**config.mk**
```make
export PLATFORM = sky130hd
export DESIGN_NAME = nst_serial_tx
export DESIGN_NICKNAME = d
export VERILOG_FILES = /design/src/rtl/nst_pkg.sv /design/src/rtl/nst_tap_sel.sv /design/src/rtl/nst_hold.sv /design/src/rtl/nst_shifter.sv /design/src/rtl/nst_serial_tx.sv
export SDC_FILE = /design/constraint.sdc
export NUM_CORES = 1
export LEC_CHECK = 0
export ABC_AREA = 1
export BUFFER_PORTS_ARGS = -buffer_cell sky130_fd_sc_hd__buf_2
export CAP_MARGIN = 30
export CORE_MARGIN = 1.5
export CORE_UTILIZATION = 40
export DETAILED_ROUTE_END_ITERATION = 6
export GPL_TIMING_DRIVEN = 0
export SLEW_MARGIN = 20
export SYNTH_ARGS = -nofsm -noshare
export SYNTH_HDL_FRONTEND = slang
export SYNTH_SLANG_ARGS = --single-unit
```
**constraint.sdc**
```tcl
create_clock -name clk_i -period 1.3 [get_ports clk_i]
set_input_delay 0.26 -clock clk_i [delete_from_list [all_inputs] [get_ports clk_i]]
set_output_delay 0.26 -clock clk_i [all_outputs]
set_load 0.01 [all_outputs]
```
**src/rtl/nst_pkg.sv**
```systemverilog
package nst_pkg;
  typedef struct packed {
    logic rise;
    logic fall;
  } tap_edge_t;
endpackage

```
**src/rtl/nst_tap_sel.sv**
```systemverilog
module nst_tap_sel
  import nst_pkg::*;
#(
  parameter int NUM_TAPS = 4,
  localparam int SEL_W = (NUM_TAPS > 1) ? $clog2(NUM_TAPS) : 1
) (
  input  logic                clk_i,
  input  logic                rst_ni,
  input  logic [NUM_TAPS-1:0] tap_i,
  input  logic [SEL_W-1:0]    sel_i,
  output tap_edge_t           edge_o
);
  logic cur;
  logic prev_q;

  assign cur = tap_i[sel_i];

  always_ff @(posedge clk_i or negedge rst_ni) begin
    if (!rst_ni) prev_q <= 1'b0;
    else         prev_q <= cur;
  end

  assign edge_o.rise = cur & ~prev_q;
  assign edge_o.fall = ~cur & prev_q;
endmodule

```
**src/rtl/nst_hold.sv**
```systemverilog
module nst_hold #(
  parameter int W = 4
) (
  input  logic         clk_i,
  input  logic         rst_ni,
  input  logic         wr_i,
  input  logic [W-1:0] wdata_i,
  input  logic         load_i,
  output logic [W-1:0] data_o,
  output logic         full_o,
  output logic         flag_o
);
  always_ff @(posedge clk_i or negedge rst_ni) begin
    if (!rst_ni) begin
      data_o <= '0;
      full_o <= 1'b0;
      flag_o <= 1'b0;
    end else if (wr_i) begin
      // a write wins over a same-cycle transfer: the shifter took the old value
      data_o <= wdata_i;
      full_o <= 1'b1;
      flag_o <= 1'b0;
    end else if (load_i) begin
      full_o <= 1'b0;
      flag_o <= 1'b1;
    end
  end
endmodule

```
**src/rtl/nst_shifter.sv**
```systemverilog
module nst_shifter
  import nst_pkg::*;
#(
  parameter int W = 4,
  localparam int CNT_W = (W > 1) ? $clog2(W) : 1
) (
  input  logic         clk_i,
  input  logic         rst_ni,
  input  logic         start_set_i,
  input  logic         start_clr_i,
  input  tap_edge_t    edge_i,
  input  logic         hold_full_i,
  input  logic [W-1:0] hold_data_i,
  output logic         load_o,
  output logic         active_o,
  output logic         sclk_o,
  output logic         sdo_o
);
  logic [W-1:0]     shreg_q;
  logic [CNT_W-1:0] cnt_q;
  logic             last_bit;
  logic             start_go;
  logic             nib_end;

  assign last_bit = (cnt_q == CNT_W'(W - 1));
  assign start_go = start_set_i & ~active_o & hold_full_i;
  assign nib_end  = active_o & edge_i.fall & sclk_o & last_bit;
  assign load_o   = ~start_clr_i & (start_go | (nib_end & hold_full_i));

  always_ff @(posedge clk_i or negedge rst_ni) begin
    if (!rst_ni) begin
      active_o <= 1'b0;
      sclk_o   <= 1'b0;
      sdo_o    <= 1'b0;
      cnt_q    <= '0;
      shreg_q  <= '0;
    end else if (start_clr_i) begin
      active_o <= 1'b0;
      sclk_o   <= 1'b0;
      sdo_o    <= 1'b0;
      cnt_q    <= '0;
    end else if (start_go) begin
      active_o <= 1'b1;
      shreg_q  <= hold_data_i;
      cnt_q    <= '0;
      sclk_o   <= 1'b0;
      sdo_o    <= 1'b0;
    end else if (active_o) begin
      if (edge_i.rise && !sclk_o) begin
        sclk_o <= 1'b1;
        sdo_o  <= shreg_q[cnt_q];
      end else if (edge_i.fall && sclk_o) begin
        sclk_o <= 1'b0;
        if (!last_bit) begin
          cnt_q <= cnt_q + 1'b1;
        end else if (hold_full_i) begin
          shreg_q <= hold_data_i;
          cnt_q   <= '0;
        end else begin
          active_o <= 1'b0;
          sdo_o    <= 1'b0;
          cnt_q    <= '0;
        end
      end
    end
  end
endmodule

```
**src/rtl/nst_serial_tx.sv**
```systemverilog
module nst_serial_tx
  import nst_pkg::*;
#(
  parameter int NUM_TAPS = 4,
  parameter int W        = 4,
  localparam int SEL_W   = (NUM_TAPS > 1) ? $clog2(NUM_TAPS) : 1
) (
  input  logic                clk_i,
  input  logic                rst_ni,
  input  logic [NUM_TAPS-1:0] tap_i,
  input  logic [SEL_W-1:0]    sel_i,
  input  logic                hiz_mode_i,
  input  logic                hold_we_i,
  input  logic [W-1:0]        hold_d_i,
  input  logic                start_we_i,
  input  logic                start_d_i,
  output logic                sclk_o,
  output logic                sdo_o,
  output logic                oe_o,
  output logic                start_o,
  output logic                empty_o,
  output logic                irq_o
);
  tap_edge_t    tap_edge;
  logic         load;
  logic         hold_full;
  logic         flag;
  logic [W-1:0] hold_data;

  nst_tap_sel #(.NUM_TAPS(NUM_TAPS)) u_tap (
    .clk_i  (clk_i),
    .rst_ni (rst_ni),
    .tap_i  (tap_i),
    .sel_i  (sel_i),
    .edge_o (tap_edge)
  );

  nst_hold #(.W(W)) u_hold (
    .clk_i   (clk_i),
    .rst_ni  (rst_ni),
    .wr_i    (hold_we_i),
    .wdata_i (hold_d_i),
    .load_i  (load),
    .data_o  (hold_data),
    .full_o  (hold_full),
    .flag_o  (flag)
  );

  nst_shifter #(.W(W)) u_shift (
    .clk_i       (clk_i),
    .rst_ni      (rst_ni),
    .start_set_i (start_we_i & start_d_i),
    .start_clr_i (start_we_i & ~start_d_i),
    .edge_i      (tap_edge),
    .hold_full_i (hold_full),
    .hold_data_i (hold_data),
    .load_o      (load),
    .active_o    (start_o),
    .sclk_o      (sclk_o),
    .sdo_o       (sdo_o)
  );

  assign empty_o = flag;
  assign irq_o   = flag & start_o;
  assign oe_o    = hiz_mode_i ? start_o : 1'b1;
endmodule

```
Yosys cells after proc, flatten, opt, wreduce, memory -nomap -nowiden
Cells that the tools add are included.

Bits in registers: 16. Bits in latches: 0. Memory bits (writable): 0. Bits in read-only memories: 0. Input bits: 16. Output and inout bits: 6. Logic and storage cells: 90. Memories kept: 0.

$add $sub $neg: 1. Multiply operators: 0. Divide/modulo/power cells: 0. Order comparisons: 2. Equality and inequality tests: 4. Shift-type cells: 0. Muxes and demuxes: 40. Bitwise gates (word level): 18. Reduce and logical (&&, ||, !) cells: 16.

Operators with widths (number): 1-bit two-way mux (26); 4-bit two-way mux (6); 1-bit bitwise AND (12); 2-bit two-way mux (6); 2-bit nonzero test (5); 4-bit nonzero test (2); 2-bit by 3-bit less-than comparator with 1-bit output, second input constant (2); 6-bit AND reduction (1); 3-bit nonzero test (2); 1-bit NOT (5); 1-bit binary-select mux with 2-bit select (2); 4-bit by 1-bit inequality test with 1-bit output, second input constant (1); 4-bit AND reduction (1); 3-bit by 1-bit inequality test with 1-bit output, second input constant (1); 3-bit AND reduction (1); 2-bit by 1-bit adder with 2-bit output, second input constant (1); 2-bit equality test, second input constant (1); 1-bit logical AND (2); 2-bit by 1-bit inequality test with 1-bit output, second input constant (1); 2-bit AND reduction (1); 1-bit zero test (1); 1-bit OR (1).

Logic depth before layout (Yosys ltp)
Gate-level depths: netlist of the first run.

Word-level depth: 12. Mapped depth: 10. Mapped depth without buffers: 10.

Modules after synthesis
Synthesis of the first run repeated with hierarchy kept, for this count alone.

Cells, all modules: 120. Area total of the unflattened synthesis: 873.3 µm².

Modules (own cells, without submodules): nst_shifter (times used 1, cells each 67, area an instance 501.7 µm²); nst_hold (times used 1, cells each 24, area an instance 217.7 µm²); nst_tap_sel (times used 1, cells each 21, area an instance 121.4 µm²); nst_serial_tx (times used 1, cells each 8, area an instance 32.5 µm²).

Least setup slack after synthesis of the first run
No wires, ideal clock.

Path kind: flip-flop to flip-flop. Start point: register u_shift.active_o. End point: register u_hold.full_o. Library setup time: 118 ps. Arrival time: 1090 ps. Slack: 92 ps. Stages on the path, launching flop included: 6. Buffers on the path: 0. Period minus slack after synthesis: 1208 ps. Cells stage by stage: dfrtp_1 > inv_2 > nand4_2 > a21oi_2 > nand2_2 > a21o_1.

Cells in the longest elaborated chain, start to end: 7.

RTL lines: start: declaration (RTL line nst_shifter.sv:15) `output logic active_o,`; start signal: assignment (RTL line nst_shifter.sv:32) `active_o <= 1'b0;`; start signal: assignment (RTL line nst_shifter.sv:38) `active_o <= 1'b0;`; start signal: assignment (RTL line nst_shifter.sv:43) `active_o <= 1'b1;`; 1-bit bitwise AND (3 in series) (RTL line nst_shifter.sv:27) `assign nib_end = active_o & edge_i.fall & sclk_o & last_bit;`; 1-bit bitwise AND (RTL line nst_shifter.sv:28) `assign load_o = ~start_clr_i & (start_go | (nib_end & hold_full_i));`; 1-bit OR (*) (RTL line nst_shifter.sv:28); 1-bit bitwise AND (*) (RTL line nst_shifter.sv:28); 2-bit nonzero test (no line) (*); end signal: assignment (RTL line nst_hold.sv:16) `full_o <= 1'b0;`; end signal: assignment (RTL line nst_hold.sv:21) `full_o <= 1'b1;`; end signal: assignment (RTL line nst_hold.sv:24) `full_o <= 1'b0;`; end: declaration (RTL line nst_hold.sv:10) `output logic full_o,`.

Every way passes the cells marked *; elsewhere a longest branch is shown, timed or not. A chain may end at the register's enable or synchronous reset.

Final worst setup path of the first run
Start point: register u_shift.cnt_q[1]. End point: register u_hold.full_o.

Cells in the longest elaborated chain, start to end: 6.

RTL lines: start: declaration (RTL line nst_shifter.sv:20) `logic [CNT_W-1:0] cnt_q;`; start signal: assignment (RTL line nst_shifter.sv:55) `cnt_q <= cnt_q + 1'b1;`; 2-bit equality test (RTL line nst_shifter.sv:25) `assign last_bit = (cnt_q == CNT_W'(W - 1));`; 1-bit bitwise AND (RTL line nst_shifter.sv:27); 1-bit bitwise AND (RTL line nst_shifter.sv:28); 1-bit OR (RTL line nst_shifter.sv:28); 1-bit bitwise AND (RTL line nst_shifter.sv:28); 2-bit nonzero test (no line).

No other way between the ends.

==> results of run 1 <==
## metrics by stage
step	util (%)	total power (uW)	area, um^2	hold slack, ns
global route	55.3	1500	997	0.184
floorplan	-	928	798	-0.0356
global placement	51.6	1040	930	0.197
CTS	54.7	1400	985	0.165
finish	55.3	1400	997	0.169
detailed placement	51.6	1040	930	0.196
## synthesized netlist by cell type
library cell / instances / area share [%]
o21ai_1: 4 / 2.5
inv_2: 4 / 1.9
nand4_1: 1 / 0.78
dfrtp_1: 16 / 50
a21oi_1: 2 / 1.3
nand3_2: 1 / 1.3
o211ai_1: 1 / 0.94
a21oi_2: 1 / 1.1
nand2_1: 24 / 11
o22ai_1: 1 / 0.78
o21ai_0: 6 / 3.8
nand2_2: 3 / 2.4
a21o_1: 1 / 0.94
nand3_1: 10 / 6.3
nor2_1: 7 / 3.3
clkbuf_1: 1 / 0.47
ha_1: 1 / 1.6
nand4_2: 1 / 1.6
mux2i_1: 1 / 1.3
inv_1: 14 / 6.6
## power by group
group	internal, uW	switching, uW	leakage, uW
clock	171	167	0.0000210
combinational	173	207	0.000347
sequential	607	71.6	0.000198
total	950	445	0.000565
## final cells by class
class,count,area share (%)
multi-input combinational,65,33.2
sequential,16,40.3
buffer,1,0.376
inverter,18,6.78
clock buffer,4,3.64
tap,25,3.14
timing repair buffer,23,12.5
## worst min path at each step
stage	start	endpoint	slack, ns	cells past startpoint
floorplan	rst_ni	u_hold.data_o[0]	-0.04	0
global placement	rst_ni	u_tap.prev_q	0.20	1
detailed placement	rst_ni	u_tap.prev_q	0.20	1
CTS	hold_d_i[2]	u_hold.data_o[2]	0.17	3
global route	hold_d_i[0]	u_hold.data_o[0]	0.18	3
finish	hold_d_i[0]	u_hold.data_o[0]	0.17	3
## timing repair
| item | in CTS | in global routing |
|---|---|---|
| setup buffers | 1 | 1 |
| hold endpoints to repair | 16 | 0 |
| gates cloned | 0 | 0 |
| resized for setup | 1 | 1 |
| hold buffers | 1 | 0 |
| endpoints found under the setup margin | 2 | 10 |
| pin swaps | 0 | 1 |
## sequential cells by signal, indices dropped and copies added (netlist names)
name              count
u_hold.flag_o         1
u_shift.active_o      1
u_hold.data_o         4
u_hold.full_o         1
u_shift.shreg_q       4
u_tap.prev_q          1
u_shift.sclk_o        1
u_shift.sdo_o         1
u_shift.cnt_q         2
## worst max-delay path, stage by stage (launching register included)
cell     delay [ns]
dfrtp_1        0.41
ha_1           0.19
nand3_1        0.10
a21oi_2        0.19
nand2_4        0.11
a21o_1         0.17
## per-layer routing
layer / vias up / track usage (%) / wire length, um
li1: 370 / - / -
met1: 294 / 18.9 / 708
met2: 11 / 24.9 / 664
met3: 2 / 3.40 / 49
met4: 0 / 8.11 / 12
met5: - / 0 / 0
## cell families after synthesis
kind of cell,share of synthesized area [%]
flops,50.2
simple gates,26.8
fa+ha+maj,1.57
buf+inv,8.93
compound gates,11.3
mux,1.25
==> summary.txt, run 1 <==
commonest non-fill, non-tap cell in the layout: nand2_1
Area Growth Syn to Fin: 24.9%
antenna diode count: 0
Setup crit start: u_shift.cnt_q[1]
die width: 47.7 um
Filler Cell Count: 190
Cells after DPL: 145
Fin Setup TNS: 0 ns
Core ar.: 1800 um^2
max-slew violations: 0
vias in the first global route: 591
post-synthesis cell type count: 20
die area: 2270 um^2
Reg2Reg Setup Slack: 0.04 ns
Die H: 47.7 um
Overall Global Routing Usage: 15.3%
reg2reg path depth: 5
post-DP HPWL: 1.10 mm
Seq. cell area: 402 um^2
DP Worst Slack: -0.00576 ns
DRT iter0 DRCs: 11
GP Congestion: 0.760
RSZ-0062 raised after global routing: yes
Layout Skew: 0.00194 ns
Clk Latency, worst-skew pair: 0.29 ns
I/O Buffers: 20
syn avg cell area: 7.98 um^2
routed len/inst: 9.45 um
final hold violation count: 0
max_cap viols: 0
CTS Sinks: 16
Tmin final: 1.26 ns
Worst setup EP type: flip-flop
Hold Crit Class: primary input to flip-flop
initial antenna violation count: 0
fin nets: 145
CTS H-Tree Depth: 1
final global-route overflow total: 0
slack of the critical path: 0.0398 ns
setup violators final: 0
Post-Syn Instances: 100
CTS Root Cell: clkbuf_4
CTS buffer count: 3
Worst setup SP type: flip-flop
first-pass GRT wire length: 2.42 mm
P per Cell Area: 1400 nW/um^2
CP required: 1.49 ns
Tightest Pin Transition: 0.352 ns
register area share after synthesis: 50.2%
CTS tree: yes
DRT antenna net count: 0
largest net degree at the start of global routing: 17
DR DRC count: 0
commonest cells after routing, fill and taps aside: 24 x nand2_1, 20 x buf_2, 15 x dfrtp_1
FF+latch count, synth: 16
total leakage power: 0.000565 uW
multi-input logic area: 332 um^2
Ports: 22
syn_nets: 117
vias: 677
kind of critical path: flip-flop to flip-flop
First-pass DRT Iterations: 4
Initial Util: 44.3%
Bufs on Longest Clock Path: 2
f_max: 0.793 GHz
Tcrit/Tclk final: 96.9%
status: finished clean
# rows: 15
Crit Path Max Fanout: 10
R2R Path End: u_hold.full_o
Syn. warnings: 0
DR vias/cell: 4.45
VDD IR max: 711 uV
Clk pin slew, worst setup/hold paths: 0.10 ns
Layout Cells excl Fill: 152
crit path to: u_hold.full_o
synthesized area: 798 um^2
Worst EP arrival: 1.45 ns
layout cell share with drive strength beyond 1: 29.1%
WL final: 1.44 mm
Worst slew margin: 76.6%
Crit Reg-Reg Startpoint: u_shift.cnt_q[1]
No activity file was read; power rests on OpenSTA's default activity.
==> run 2: changes to the inputs <==
--- a/config.mk
+++ b/config.mk
@@ -12,6 +12,7 @@
 export CORE_UTILIZATION = 40
 export DETAILED_ROUTE_END_ITERATION = 6
 export GPL_TIMING_DRIVEN = 0
+export PLACE_DENSITY = 0.77
 export SLEW_MARGIN = 20
 export SYNTH_ARGS = -nofsm -noshare
 export SYNTH_HDL_FRONTEND = slang
==> constraint.sdc (replaced) <==
create_clock -name clk_i -period 1.1 [get_ports clk_i]
set_input_delay 0.22 -clock clk_i [delete_from_list [all_inputs] [get_ports clk_i]]
set_output_delay 0.22 -clock clk_i [all_outputs]
set_load 0.01 [all_outputs]
==> summary.txt, run 2 (same netlist as run 1, synthesis figures left out) <==
status: finished with violations
failing checks: negative setup slack
Die H: 47.7 um (unchanged)
DR vias/cell: 4.97 (+12%)
first-pass GRT wire length: 2.79 mm (+15%)
CP cell instances: inv_2 > nand4_4 > a21oi_4 > nand2_2 > a21o_1
Crit Path Max Fanout: 5 (-5)
Worst EP arrival: 1.43 ns (-0.02 ns)
VDD IR max: 1320 uV (+85%)
Worst slew margin: 76.2% (-0.39 points)
commonest non-fill, non-tap cell in the layout: nand2_1
# rows: 15 (unchanged)
CP peak stage delay: 0.45 ns (+0.04 ns)
max_cap viols: 0 (unchanged)
initial antenna violation count: 0 (unchanged)
Post-DP Area: 947 um^2 (+1.9%)
Reg2Reg Setup Slack: -0.15 ns (-0.19 ns)
Initial Util: 44.3% (unchanged)
vias in the first global route: 712 (+20%)
max-slew violations: 0 (unchanged)
Cells after DPL: 145 (unchanged)
DRT iter0 DRCs: 17 (+6)
kind of critical path: flip-flop to flip-flop
Worst setup SP type: flip-flop
Tmin final: 1.25 ns (-0.00686 ns)
final global-route overflow total: 0 (unchanged)
First-pass DRT Iterations: 4 (unchanged)
commonest cells after routing, fill and taps aside: 23 x nand2_1, 20 x buf_2, 14 x inv_1, 14 x dfrtp_1, 7 x nand3_1
largest net degree at the start of global routing: 17 (unchanged)
DR DRC count: 0 (unchanged)
slack of the critical path: -0.153 ns (-0.193 ns)
Layout Skew: 0.00236 ns (+0.000419 ns)
RSZ-0062 raised after global routing: yes
CTS H-Tree Depth: 1 (unchanged)
total leakage power: 0.000576 uW (+1.8%)
reg2reg path depth: 5 (unchanged)
worst path buffer plus inverter count: 1 (+1)
fin nets: 150 (+3.4%)
die area: 2270 um^2 (unchanged)
multi-input logic area: 399 um^2 (+20%)
CP max stage cell: dfrtp_2
Worst path top cell family by delay: flip-flops
R2R Path End: u_hold.full_o
Ports: 22 (unchanged)
Clk Latency, worst-skew pair: 0.28 ns (about the same)
GP Congestion: 0.741 (-2.4%)
CTS Root Cell: clkbuf_4
Layout Cells excl Fill: 157 (+3.3%)
die width: 47.7 um (unchanged)
final hold violation count: 0 (unchanged)
routed len/inst: 11.1 um (+17%)
Overall Global Routing Usage: 17.7% (+2.4 points)
Tcrit/Tclk final: 114% (+17 points)
Worst setup EP type: flip-flop
CTS tree: yes
f_max: 0.798 GHz (+0.55%)
Bufs on Longest Clock Path: 2 (unchanged)
Clk pin slew, worst setup/hold paths: 0.09 ns (about the same)
hold endpoint: u_hold.data_o[2]
Top Registers: u_hold.data_o (4), u_shift.shreg_q (4), u_shift.cnt_q (2)
DRT antenna net count: 0 (unchanged)
I/O Buffers: 20 (unchanged)
WL final: 1.74 mm (+21%)
CTS buffer count: 3 (unchanged)
Hold Crit Class: primary input to flip-flop
Filler Cell Count: 172 (-9.5%)
CP required: 1.28 ns (-0.21 ns)
post-DP HPWL: 1.10 mm (-0.46%)
Area Growth Syn to Fin: 37.9%
Fin Setup TNS: -1.10 ns (-1.10 ns)
Final Cell Area: 1100 um^2 (+10%)
Core ar.: 1800 um^2 (unchanged)
setup violators final: 12 (+12)
CTS Sinks: 16 (unchanged)
Crit Reg-Reg Startpoint: u_shift.active_o
layout cell share with drive strength beyond 1: 39.4% (+10 points)
Tightest Pin Transition: 0.357 ns (+0.00590 ns)
Final Core Density: 61.1% (+5.8 points)
Worst Hold Depth: 3 (unchanged)
antenna diode count: 0 (unchanged)
HP Start: hold_d_i[2]
Seq. cell area: 403 um^2 (+0.31%)
P per Cell Area: 1610 nW/um^2 (+15%)
vias: 780 (+15%)
-- run 2: cell types whose count changed in the layout (fill, tap and decap cells not counted), moves of 2 or more --
cell | before | now
nand3_2 | 1 | 3
a21oi_1 | 2 | 0
nor2_1 | 7 | 5
buf_4 | 2 | 6
nor2_2 | 0 | 2
nand3_1 | 10 | 7
-- run 2: worst reg2reg max path: stages (launching register included) --
cell and delay (ns):
dfrtp_2 0.45, inv_2 0.09, nand4_4 0.13, a21oi_4 0.21
nand2_2 0.11, a21o_1 0.16
-- run 2: how the worst max path moves through the flow --
stage          depth (start not counted)              from             to  slack (ns)
2_1_floorplan                          5  u_shift.active_o  u_hold.full_o       -0.08
3_3_place_gp                           5  u_shift.cnt_q[0]  u_hold.full_o       -0.16
3_5_place_dp                           5  u_shift.cnt_q[0]  u_hold.full_o       -0.16
4_1_cts                                3  u_shift.active_o           oe_o       -0.12
5_1_grt                                5  u_shift.active_o  u_hold.full_o       -0.20
6_report                               5  u_shift.active_o  u_hold.full_o       -0.15
-- run 2: through the flow --
step	power [uW]	setup slack (ns)	hold slack, ns
after global placement	1230	-0.161	0.143
after floorplan	1110	-0.0812	-0.0756
after detailed placement	1240	-0.161	0.153
final	1780	-0.153	0.145
after global routing	1910	-0.205	0.128
after CTS	1720	-0.120	0.137
-- run 2: routing by layer --
| layer | GRT usage (%) | up-vias | share of wire (%) |
|---|---|---|---|
| met3 | 5.66 | 2 | 4.4 |
| met5 | 0 | - | 0 |
| met2 | 33.2 | 21 | 55 |
| met1 | 19.8 | 370 | 40 |
| li1 | - | 387 | - |
| met4 | 3.24 | 0 | 0.81 |
-- run 2: final cells by class --
type,count,share of cell area (%)
timing repair buffer,27,14.1
sequential,16,36.6
clock buffer,4,3.30
multi-input combinational,66,36.2
inverter,18,6.59
tap,25,2.84
buffer,1,0.341
-- run 2: repair_timing --
action                                  4_1_cts  5_1_grt
hold endpoints to repair                     16        0
setup buffers                                 4        2
gates resized for setup                       4       12
pin swaps                                     5        7
gates cloned                                  1        0
hold buffers                                  1        0
endpoints found under the setup margin       14       16
-- run 2: where the power goes --
part | internal, uW | switching (uW) | total (uW)
Clock | 201 | 180 | 381
Combinational | 271 | 323 | 594
Sequential | 718 | 81.8 | 800
